File: config.mk
export PLATFORM = sky130hd
export DESIGN_NAME = sio_port
export DESIGN_NICKNAME = d
export VERILOG_FILES = /design/src/rtl/sio_pkg.sv /design/src/rtl/sio_sck_gen.sv /design/src/rtl/sio_shift_reg.sv /design/src/rtl/sio_status.sv /design/src/rtl/sio_port.sv
export SDC_FILE = /design/constraint.sdc
export NUM_CORES = 1
export LEC_CHECK = 0
export BUFFER_PORTS_ARGS = -buffer_cell sky130_fd_sc_hd__buf_4
export CAP_MARGIN = 25
export CORE_UTILIZATION = 54
export DETAILED_ROUTE_END_ITERATION = 7
export PLACE_DENSITY = 0.8
export SLEW_MARGIN = 20
export SYNTH_ARGS = -nofsm -noshare
export SYNTH_HDL_FRONTEND = slang
export SYNTH_HIERARCHICAL = 1
export SYNTH_SLANG_ARGS = --single-unit
export TNS_END_PERCENT = 50
File: constraint.sdc
create_clock -name clk_i -period 5.8 [get_ports clk_i]
set_input_delay 1.16 -clock clk_i [delete_from_list [all_inputs] [get_ports clk_i]]
set_output_delay 1.16 -clock clk_i [all_outputs]
set_load 0.02 [all_outputs]
File: src/rtl/sio_pkg.sv
package sio_pkg;
  localparam logic [7:0] ADDR_CTRL = 8'h0A;
  localparam logic [7:0] ADDR_STAT = 8'h0B;
  localparam logic [7:0] ADDR_DATA = 8'h0C;
  localparam int CTRL_EN_BIT   = 0;
  localparam int CTRL_POL_BIT  = 1;
  localparam int STAT_DONE_BIT = 7;
  localparam int STAT_COL_BIT  = 6;
endpackage

File: src/rtl/sio_sck_gen.sv
module sio_sck_gen #(
  parameter int HALF_DIV = 2,
  parameter int EDGES    = 16
) (
  input  logic clk_i,
  input  logic rst_ni,
  input  logic start_i,
  input  logic abort_i,
  input  logic pol_i,
  output logic sck_o,
  output logic busy_o,
  output logic lead_o,
  output logic trail_o,
  output logic last_o,
  output logic active_o
);
  localparam int DW = (HALF_DIV > 1) ? $clog2(HALF_DIV) : 1;
  localparam int EW = $clog2(EDGES + 1);

  logic [DW-1:0] div_q;
  logic [EW-1:0] edge_q;
  logic          busy_q, sck_q, tick;

  assign tick     = busy_q && (div_q == DW'(HALF_DIV - 1));
  assign lead_o   = tick && !edge_q[0];
  assign trail_o  = tick && edge_q[0];
  assign last_o   = tick && (edge_q == EW'(EDGES - 1));
  assign active_o = busy_q && (edge_q != '0);
  assign sck_o    = sck_q;
  assign busy_o   = busy_q;

  always_ff @(posedge clk_i or negedge rst_ni) begin
    if (!rst_ni) begin
      busy_q <= 1'b0;
      sck_q  <= 1'b0;
      div_q  <= '0;
      edge_q <= '0;
    end else if (abort_i || start_i) begin
      busy_q <= start_i && !abort_i;
      sck_q  <= pol_i;
      div_q  <= '0;
      edge_q <= '0;
    end else if (busy_q) begin
      if (tick) begin
        div_q  <= '0;
        sck_q  <= ~sck_q;
        edge_q <= last_o ? '0 : edge_q + 1'b1;
        if (last_o) busy_q <= 1'b0;
      end else begin
        div_q <= div_q + 1'b1;
      end
    end else begin
      sck_q <= pol_i;
    end
  end

  // idle clock follows polarity
  assert_idle_level_R4: assert property (@(posedge clk_i) disable iff (!rst_ni)
    !busy_q |=> (sck_q == $past(pol_i)));
  assert_edge_bound_R3: assert property (@(posedge clk_i) disable iff (!rst_ni)
    busy_q |-> (edge_q < EW'(EDGES)));
  assert_clock_moves_R3: assert property (@(posedge clk_i) disable iff (!rst_ni)
    (busy_q && !abort_i && !start_i && tick) |=> (sck_q != $past(sck_q)));
endmodule

File: src/rtl/sio_shift_reg.sv
module sio_shift_reg #(
  parameter int W = 8
) (
  input  logic         clk_i,
  input  logic         rst_ni,
  input  logic         load_i,
  input  logic [W-1:0] load_data_i,
  input  logic         lead_i,
  input  logic         trail_i,
  input  logic         sdi_i,
  output logic         sdo_o,
  output logic [W-1:0] data_o
);
  logic [W-1:0] sreg_q;
  logic         samp_q;

  always_ff @(posedge clk_i or negedge rst_ni) begin
    if (!rst_ni) begin
      sreg_q <= '0;
      samp_q <= 1'b0;
    end else begin
      if (load_i)       sreg_q <= load_data_i;
      else if (trail_i) sreg_q <= {sreg_q[W-2:0], samp_q};
      if (lead_i) samp_q <= sdi_i;
    end
  end

  assign sdo_o  = sreg_q[W-1];
  assign data_o = sreg_q;

  // loads never collide with shifting (busy writes dropped)
  assert_load_idle_R11: assert property (@(posedge clk_i) disable iff (!rst_ni)
    load_i |-> !(lead_i || trail_i));
  assert_hold_between_R3: assert property (@(posedge clk_i) disable iff (!rst_ni)
    (!load_i && !trail_i) |=> $stable(sreg_q));
endmodule

File: src/rtl/sio_status.sv
module sio_status (
  input  logic clk_i,
  input  logic rst_ni,
  input  logic stat_rd_i,
  input  logic data_acc_i,
  input  logic last_i,
  input  logic active_i,
  output logic done_o,
  output logic col_o
);
  logic done_q, col_q, arm_done_q, arm_col_q;
  logic clr_done, clr_col, col_set;

  assign clr_done = data_acc_i && arm_done_q;
  assign clr_col  = data_acc_i && arm_col_q;
  assign col_set  = data_acc_i && active_i;

  always_ff @(posedge clk_i or negedge rst_ni) begin
    if (!rst_ni) begin
      done_q     <= 1'b0;
      col_q      <= 1'b0;
      arm_done_q <= 1'b0;
      arm_col_q  <= 1'b0;
    end else begin
      done_q <= last_i  || (done_q && !clr_done);
      col_q  <= col_set || (col_q && !clr_col);
      if (stat_rd_i) begin
        arm_done_q <= done_q;
        arm_col_q  <= col_q;
      end else if (data_acc_i) begin
        arm_done_q <= 1'b0;
        arm_col_q  <= 1'b0;
      end
    end
  end

  assign done_o = done_q;
  assign col_o  = col_q;

  assert_done_sets_R5: assert property (@(posedge clk_i) disable iff (!rst_ni)
    last_i |=> done_q);
  assert_done_unarmed_R6: assert property (@(posedge clk_i) disable iff (!rst_ni)
    (done_q && !arm_done_q) |=> done_q);
  assert_col_unarmed_R9: assert property (@(posedge clk_i) disable iff (!rst_ni)
    (col_q && !arm_col_q) |=> col_q);
  assert_col_sets_R8: assert property (@(posedge clk_i) disable iff (!rst_ni)
    (data_acc_i && active_i) |=> col_q);
endmodule

File: src/rtl/sio_port.sv
module sio_port
  import sio_pkg::*;
#(
  parameter int DATA_W   = 8,
  parameter int HALF_DIV = 2
) (
  input  logic              clk_i,
  input  logic              rst_ni,
  input  logic [7:0]        addr_i,
  input  logic              rd_i,
  input  logic              wr_i,
  input  logic [DATA_W-1:0] wdata_i,
  output logic [DATA_W-1:0] rdata_o,
  output logic              sck_o,
  output logic              sdo_o,
  input  logic              sdi_i
);
  localparam int EDGES = 2 * DATA_W;

  logic en_q, pol_q;
  logic sel_ctrl, sel_stat, sel_data;
  logic data_acc, start, stat_rd;
  logic busy_w, lead_w, trail_w, last_w, active_w, done_w, col_w;
  logic [DATA_W-1:0] sreg_w;

  assign sel_ctrl = (addr_i == ADDR_CTRL);
  assign sel_stat = (addr_i == ADDR_STAT);
  assign sel_data = (addr_i == ADDR_DATA);
  assign data_acc = (rd_i || wr_i) && sel_data && en_q;
  assign start    = wr_i && sel_data && en_q && !busy_w;
  assign stat_rd  = rd_i && sel_stat;

  always_ff @(posedge clk_i or negedge rst_ni) begin
    if (!rst_ni) begin
      en_q  <= 1'b0;
      pol_q <= 1'b0;
    end else if (wr_i && sel_ctrl) begin
      en_q  <= wdata_i[CTRL_EN_BIT];
      pol_q <= wdata_i[CTRL_POL_BIT];
    end
  end

  sio_sck_gen #(.HALF_DIV(HALF_DIV), .EDGES(EDGES)) u_sck (
    .clk_i, .rst_ni,
    .start_i (start),
    .abort_i (!en_q),
    .pol_i   (pol_q),
    .sck_o   (sck_o),
    .busy_o  (busy_w),
    .lead_o  (lead_w),
    .trail_o (trail_w),
    .last_o  (last_w),
    .active_o(active_w)
  );

  sio_shift_reg #(.W(DATA_W)) u_shift (
    .clk_i, .rst_ni,
    .load_i     (start),
    .load_data_i(wdata_i),
    .lead_i     (lead_w),
    .trail_i    (trail_w),
    .sdi_i      (sdi_i),
    .sdo_o      (sdo_o),
    .data_o     (sreg_w)
  );

  sio_status u_stat (
    .clk_i, .rst_ni,
    .stat_rd_i (stat_rd),
    .data_acc_i(data_acc),
    .last_i    (last_w),
    .active_i  (active_w),
    .done_o    (done_w),
    .col_o     (col_w)
  );

  always_comb begin
    rdata_o = '0;
    if (sel_ctrl) begin
      rdata_o[CTRL_EN_BIT]  = en_q;
      rdata_o[CTRL_POL_BIT] = pol_q;
    end else if (sel_stat) begin
      rdata_o[STAT_DONE_BIT] = done_w;
      rdata_o[STAT_COL_BIT]  = col_w;
    end else if (sel_data && en_q) begin
      rdata_o = sreg_w;
    end
  end

  assert_stat_pad_R2: assert property (@(posedge clk_i) disable iff (!rst_ni)
    sel_stat |-> (rdata_o[5:0] == '0));
  assert_dis_read_R10: assert property (@(posedge clk_i) disable iff (!rst_ni)
    (sel_data && !en_q) |-> (rdata_o == '0));
  assert_dis_stop_R10: assert property (@(posedge clk_i) disable iff (!rst_ni)
    !en_q |=> !busy_w);
endmodule

Yosys cells after proc, flatten, opt, wreduce, memory -nomap -nowiden
Index checks and enable logic that the tools add are counted.
- bits in registers: 23
- equality and inequality tests: 5
- bitwise gates (word level): 1
- muxes and demuxes: 24
- reductions and logical operators: 34
- add/sub/neg operators: 2
- operator list (cell ; count):
    8-bit by 4-bit equality test with 1-bit output, second input constant ; 3
    8-bit two-way mux ; 3
    5-bit two-way mux ; 4
    1-bit logical AND ; 19
    1-bit two-way mux ; 13
    6-bit two-way mux ; 2
    2-bit nonzero test ; 4
    5-bit by 1-bit adder with 5-bit output, second input constant ; 1
    5-bit by 4-bit equality test with 1-bit output, second input constant ; 1
    1-bit zero test ; 5
    5-bit nonzero test ; 1
    1-bit logical OR ; 4
    2-bit two-way mux ; 2
    3-bit inequality test, second input constant ; 1
    2-bit AND reduction ; 1
    1-bit adder, second input constant ; 1
    1-bit inverter ; 1

Depth between registers and ports, before layout
Gate-level depths: netlist of the first run.
- depth in word-level cells: 7
- depth in mapped cells: 6
- gate-level depth less buffers: 6

Modules after synthesis
Netlist of the first run, hierarchy kept.
- by module, submodules not included (module ; times used ; seq. area each (sq um) ; area an instance (sq um) ; cells an instance):
    sio_sck_gen ; 1 ; 200.2 ; 466.7 ; 47
    sio_shift_reg ; 1 ; 225.2 ; 416.6 ; 37
    sio_port ; 1 ; 50.0 ; 267.8 ; 30
    sio_status ; 1 ; 100.1 ; 151.4 ; 13

Least setup slack after synthesis of the first run
OpenSTA, ideal clock, no wires.
- kind: in2out
- start: input addr_i[4]
- end: output rdata_o[1]
- required time: 4.640 ns
- cell stages on the path: 3
- setup slack: 2.158 ns
- arrival time: 2.482 ns
- cells stage by stage: or4b_4 -> or2_4 -> nor3_1
- word-level cells in the longest chain between the ends: 5
- elaborated cells between the ends (all ways): 7
- ends and longest elaborated chain (item ; line ; text):
    start: declaration ; sio_port.sv:9 ; input logic [7:0] addr_i,
    8-bit by 4-bit equality test with 1-bit output ; sio_port.sv:28 ; assign sel_data = (addr_i == ADDR_DATA);
    1-bit logical AND ; sio_port.sv:85 ; end else if (sel_data && en_q) begin
    8-bit two-way mux ; sio_port.sv:85 ;
    6-bit two-way mux ; sio_port.sv:82 ; end else if (sel_stat) begin
    2-bit two-way mux * ; sio_port.sv:79 ; if (sel_ctrl) begin
    end: declaration ; sio_port.sv:13 ; output logic [DATA_W-1:0] rdata_o,
Mark *: on every way between the ends. The rest lies on a longest branch, timed or not.

Worst setup path in the final report of the first run
- start: input addr_i[4]
- end: output rdata_o[0]
Same word-level chain as after synthesis.

==> metrics.txt, run 1 <==
largest net degree at the start of global routing=24; H-tree levels=1; Cell Area, Placed=1510 um2; Port Buf Inserts=30; CTS buffer count=3; vias in the first global route=972; Hold Fails Final Rpt=0; core area=2230 um2; #FFs+latches synth=23; TNS Setup=0 ps; CTS resizes=0; deepest clock path buffer count=2; commonest non-fill, non-tap cell in the layout=buf_4; unrepaired setup endpoints after global routing=no; wire per inst=13.7 um; hpwl dp=1950 um; Ant. Diodes=0; Skew-Pair Late Insertion Delay=300 ps; routability cong.=0.830; root buffer cell=clkbuf_4; Post-Syn Nets=150; power per standard cell area=167 nW/um2; worst-margin pin slew=873 ps; LEAKAGE=0.634 nW; Crit. End Element=primary output; fmax=274 MHz; DR vias=1,030; post-CTS setup buffers=0; reg-to-reg endpoint=u_sck/edge_q[3]; most frequent cells in the layout=30 x buf_4, 23 x dfrtp_1, 16 x nand2_1; status=finished, final reports clean; CP Launch Type=primary input; row count=17; Seq/Total Area, Yosys=44.2%; DR iter-0 viols=27; hold slack=522 ps; Top Ports=31; Area growth syn-to-layout=18.3%; Distinct cells, synth=38; hold path endpoint=u_stat/arm_col_q; crit-path max FO=5; first-pass GRT wire length=4320 um; Die H=51.1 um; CTS tree=yes; syn_area_per_cell=10.3 um2; Max Cap Viol=0; CTS Hold Bufs=0; FFs w/ async S/R, synth=100%; worst IR drop on VDD=133 uV; Setup Skew=3.51 ps; Post-Layout Cell Count=184; post-route cell area=1540 um2; placed cells=180; WHS Path Cells=1; EDFF count, synth=0; Syn Std Cell Area=1300 um2; Final setup viols=0; Remaining DRCs=0; Slew Limit Fails=0; Final #Nets=180; Final ANT Viol Nets=0; drt via density=5.60; total track usage=22.3%; GRT overflow=0; r2r startpoint=en_q; reg2reg path depth=6; clk slew on worst S/H paths=120 ps; Setup CP Type=primary input to primary output; synthesized instance count=127; drt first pass iters=5; Worst EP required=4640 ps; Starting Density=58.3%; type of the most critical hold path=flip-flop to flip-flop; Sink Count=23; layout cell share with drive strength beyond 1=26.9%; Yosys Warn Count=6; Post-synth top flop=dfrtp_1; min-delay src=u_stat/arm_col_q; die width=51.1 um; antenna violations before repair=0; Data arrival, critical path=2490 ps; Die Area=2610 um2; max_slew headroom=41.6%; R2R Setup Slk=3580 ps; total wire length=2520 um; minimum clock period=3650 ps; final worst path period share=63.0%
[worst max path at each step]
stage,slack (ps),start,cells past startpoint,endpoint
floorplan,2160,addr_i[4],3,rdata_o[1]
global placement,2180,addr_i[4],5,rdata_o[0]
detailed placement,2150,addr_i[4],5,rdata_o[0]
CTS,2150,addr_i[4],5,rdata_o[0]
global route,2090,addr_i[4],5,rdata_o[0]
finish,2150,addr_i[4],5,rdata_o[0]
[kinds of logic (layout without fill, tap and decap cells)]
group / count (synthesis) / after routing / share of synthesized area (%)
buf+inv: 9 / 38 / 4.90
xor+xnor: 4 / 4 / 2.69
fa+ha+maj: 2 / 2 / 1.92
flops: 23 / 23 / 44.2
compound gates: 24 / 24 / 11.7
simple gates: 54 / 54 / 25.8
mux: 11 / 11 / 8.74
[per-stage QoR]
| stage | setup WS [ps] | total power (W) | util, % |
|---|---|---|---|
| detailed placement | 2150 | 0.000189 | 67.8 |
| CTS | 2150 | 0.000260 | 69.0 |
| global route | 2090 | 0.000269 | 69.0 |
| global placement | 2180 | 0.000188 | 67.8 |
| finish | 2150 | 0.000257 | 69.0 |
| floorplan | 2160 | 0.000172 | - |
[flip-flops by register name, summed over array words and instances (netlist names)]
signal             cells
u_stat/arm_done_q      1
u_sck/edge_q           5
u_shift/samp_q         1
u_stat/col_o           1
u_sck/sck_o            1
u_shift/data_o         8
u_stat/arm_col_q       1
u_sck/div_q            1
u_sck/busy_o           1
en_q                   1
pol_q                  1
u_stat/done_o          1
[critical path, cell delays in order]
cell and delay (ps):
buf_4 110, or4b_4 550, or2_4 270, nor4_2 220, buf_4 180
[power breakdown]
group          internal (W)  leakage (nW)   total, W  switching (W)
combinational     0.0000124         0.340  0.0000227      0.0000103
clock             0.0000267        0.0150  0.0000722      0.0000454
sequential         0.000162         0.279   0.000163    0.000000978
total              0.000201         0.634   0.000257      0.0000568
[routing by layer]
metal	share of wire, %	track usage, %	vias to the layer above
met1	46	30.2	491
met2	47	36.8	33
met4	0.59	5.56	0
met3	6.3	3.87	2
met5	0	0	-
li1	-	-	504
[synth_stat cells, types with 2 or more instances]
cell type | count | share of area (%)
nor3_1 | 4 | 1.5
mux2i_1 | 8 | 6.1
mux2_1 | 2 | 1.7
nand2b_1 | 2 | 0.96
or2_4 | 2 | 1.3
inv_1 | 4 | 1.2
xnor2_1 | 3 | 2.0
nor2_1 | 10 | 2.9
a22o_1 | 2 | 1.3
nand2_1 | 16 | 4.6
dfrtp_1 | 23 | 44
buf_6 | 3 | 2.6
buf_4 | 2 | 1.2
and2_1 | 4 | 1.9
a21oi_1 | 4 | 1.5
ha_1 | 2 | 1.9
a22oi_1 | 3 | 1.7
nor2b_1 | 2 | 0.96
and3b_1 | 2 | 1.3
o21ai_1 | 10 | 3.8
nand3_1 | 2 | 0.77
[final cells by class]
cell class	count	area (um2)
inverters	4	15.0
flip-flops and latches	23	576
multi-input cells	95	663
fillers	170	693
clock buffers	4	26.3
repair buffers	30	225
well taps	28	35.0
No activity file was read; power rests on OpenSTA's default activity.
==> run 2: changes to the inputs <==
- CORE_UTILIZATION: 54 -> 47
- PLACE_DENSITY: 0.8 -> 0.74
- clock period: 5.8 -> 3.1 ns (I/O delays scaled with it)
==> run 2 against run 1 <==
Effect of this change:
- clock skew decreased by 0.73 ps
- hold slack got worse by 340 ps
- die area increased by 14%
- critical endpoint unchanged
==> metrics.txt, run 2 (synthesized netlist as in run 1, its figures left out) <==
Crit. End Element=primary output; unrepaired setup endpoints after global routing=no; most frequent CP cell=buf_4; vias in the first global route=983; core area=2540 um2; Die H=54.6 um; reg2reg path depth=4; H-tree levels=1; deepest clock path buffer count=2; Hold Fails Final Rpt=0; Remaining DRCs=0; worst IR drop on VDD=251 uV; root buffer cell=clkbuf_4; Ant. Diodes=0; Slew Limit Fails=0; total power=0.000486 W; Setup Skew=2.79 ps; hold slack=181 ps; crit-path max FO=5; Die Area=2990 um2; power per standard cell area=313 nW/um2; DR vias=1,053; first-pass GRT wire length=4330 um; total track usage=21.1%; Data arrival, critical path=1960 ps; delay of the slowest critical-path stage=550 ps; TNS Setup=0 ps; R2R Setup Slk=1110 ps; layout cell share with drive strength beyond 1=27.4%; area occupied by registers=576 um2; commonest non-fill, non-tap cell in the layout=buf_4; Area growth syn-to-layout=19.0%; Filler cells=226; Skew-Pair Late Insertion Delay=300 ps; CTS tree=yes; drt via density=5.63; r2r startpoint=u_sck/busy_o; worst-margin pin slew=918 ps; Final #Nets=181; multi-input logic area=663 um2; crit-path cells=buf_4, or4b_4, or2_4, nor4_2, buf_4; largest net degree at the start of global routing=24; Cell Area, Placed=1520 um2; clk slew on worst S/H paths=120 ps; max_slew headroom=38.6%; Final ANT Viol Nets=0; GRT overflow=0; CP Launch Type=primary input; wire per inst=15.2 um; die width=54.6 um; Starting Density=51.2%; DR iter-0 viols=36; CTS buffer count=3; total wire length=2840 um; CTS resizes=0; CTS Hold Bufs=0; final worst path period share=83.3%; row count=18; post-CTS setup buffers=0; post-route cell area=1550 um2; Worst path top cell family by delay=simple AND/OR/NAND/NOR gates; hpwl dp=2140 um; LEAKAGE=0.640 nW; Levels on crit path=5; most frequent cells in the layout=31 x buf_4, 23 x dfrtp_1, 16 x nand2_1; reg-to-reg endpoint=u_shift/data_o[7]; Worst EP required=2480 ps; critical path endpoint=rdata_o[0]; status=finished, final reports clean; antenna violations before repair=0; type of the most critical hold path=primary input to asynchronous set/reset pin; Buf+Inv Stages, Crit Path=2; Setup CP Type=primary input to primary output; Critical Path Start=addr_i[4]; Final setup viols=0; minimum clock period=2580 ps; routability cong.=0.825; CP max-delay cell=or4b_4; fmax=387 MHz; Port Buf Inserts=30; max reg flops=8; drt first pass iters=5; Sink Count=23; Top Ports=31; Max Cap Viol=0
run 2: worst min-delay path by stage:
stage,start,to,slack [ps],cells past startpoint
global route,rst_ni,u_shift/data_o[7],190,1
CTS,rst_ni,u_shift/data_o[6],180,1
finish,rst_ni,u_shift/data_o[6],180,1
floorplan,rst_ni,en_q,320,0
detailed placement,u_stat/arm_col_q,u_stat/arm_col_q,490,1
global placement,u_stat/arm_col_q,u_stat/arm_col_q,490,1
run 2: final cells by class:
type                            count  area share, %
Clock buffer                        4           1.69
Inverter                            4          0.969
Multi-Input combinational cell     95           42.8
Sequential cell                    23           37.1
Tap cell                           30           2.42
Timing Repair Buffer               31           15.0
run 2: power breakdown:
part | internal, W | leakage [nW] | switching [W] | total, W
Combinational | 0.0000232 | 0.346 | 0.0000195 | 0.0000426
Sequential | 0.000302 | 0.279 | 0.00000192 | 0.000304
Clock | 0.0000502 | 0.0150 | 0.0000890 | 0.000139
Total | 0.000376 | 0.640 | 0.000110 | 0.000486
run 2: through the flow:
step,setup WS [ps],std cells,utilization (%)
floorplan,538,127,-
global placement,521,183,59.9
detailed placement,523,183,59.9
CTS,513,187,60.9
global route,467,187,60.9
finish,516,187,60.9
run 2: per-layer routing:
layer | wire length (um) | up-vias | global-route usage, %
li1 | - | 507 | -
met2 | 1420 | 29 | 38.4
met4 | 15 | 0 | 3.85
met1 | 1290 | 515 | 25.4
met3 | 116 | 2 | 4.17
met5 | 0 | - | 0
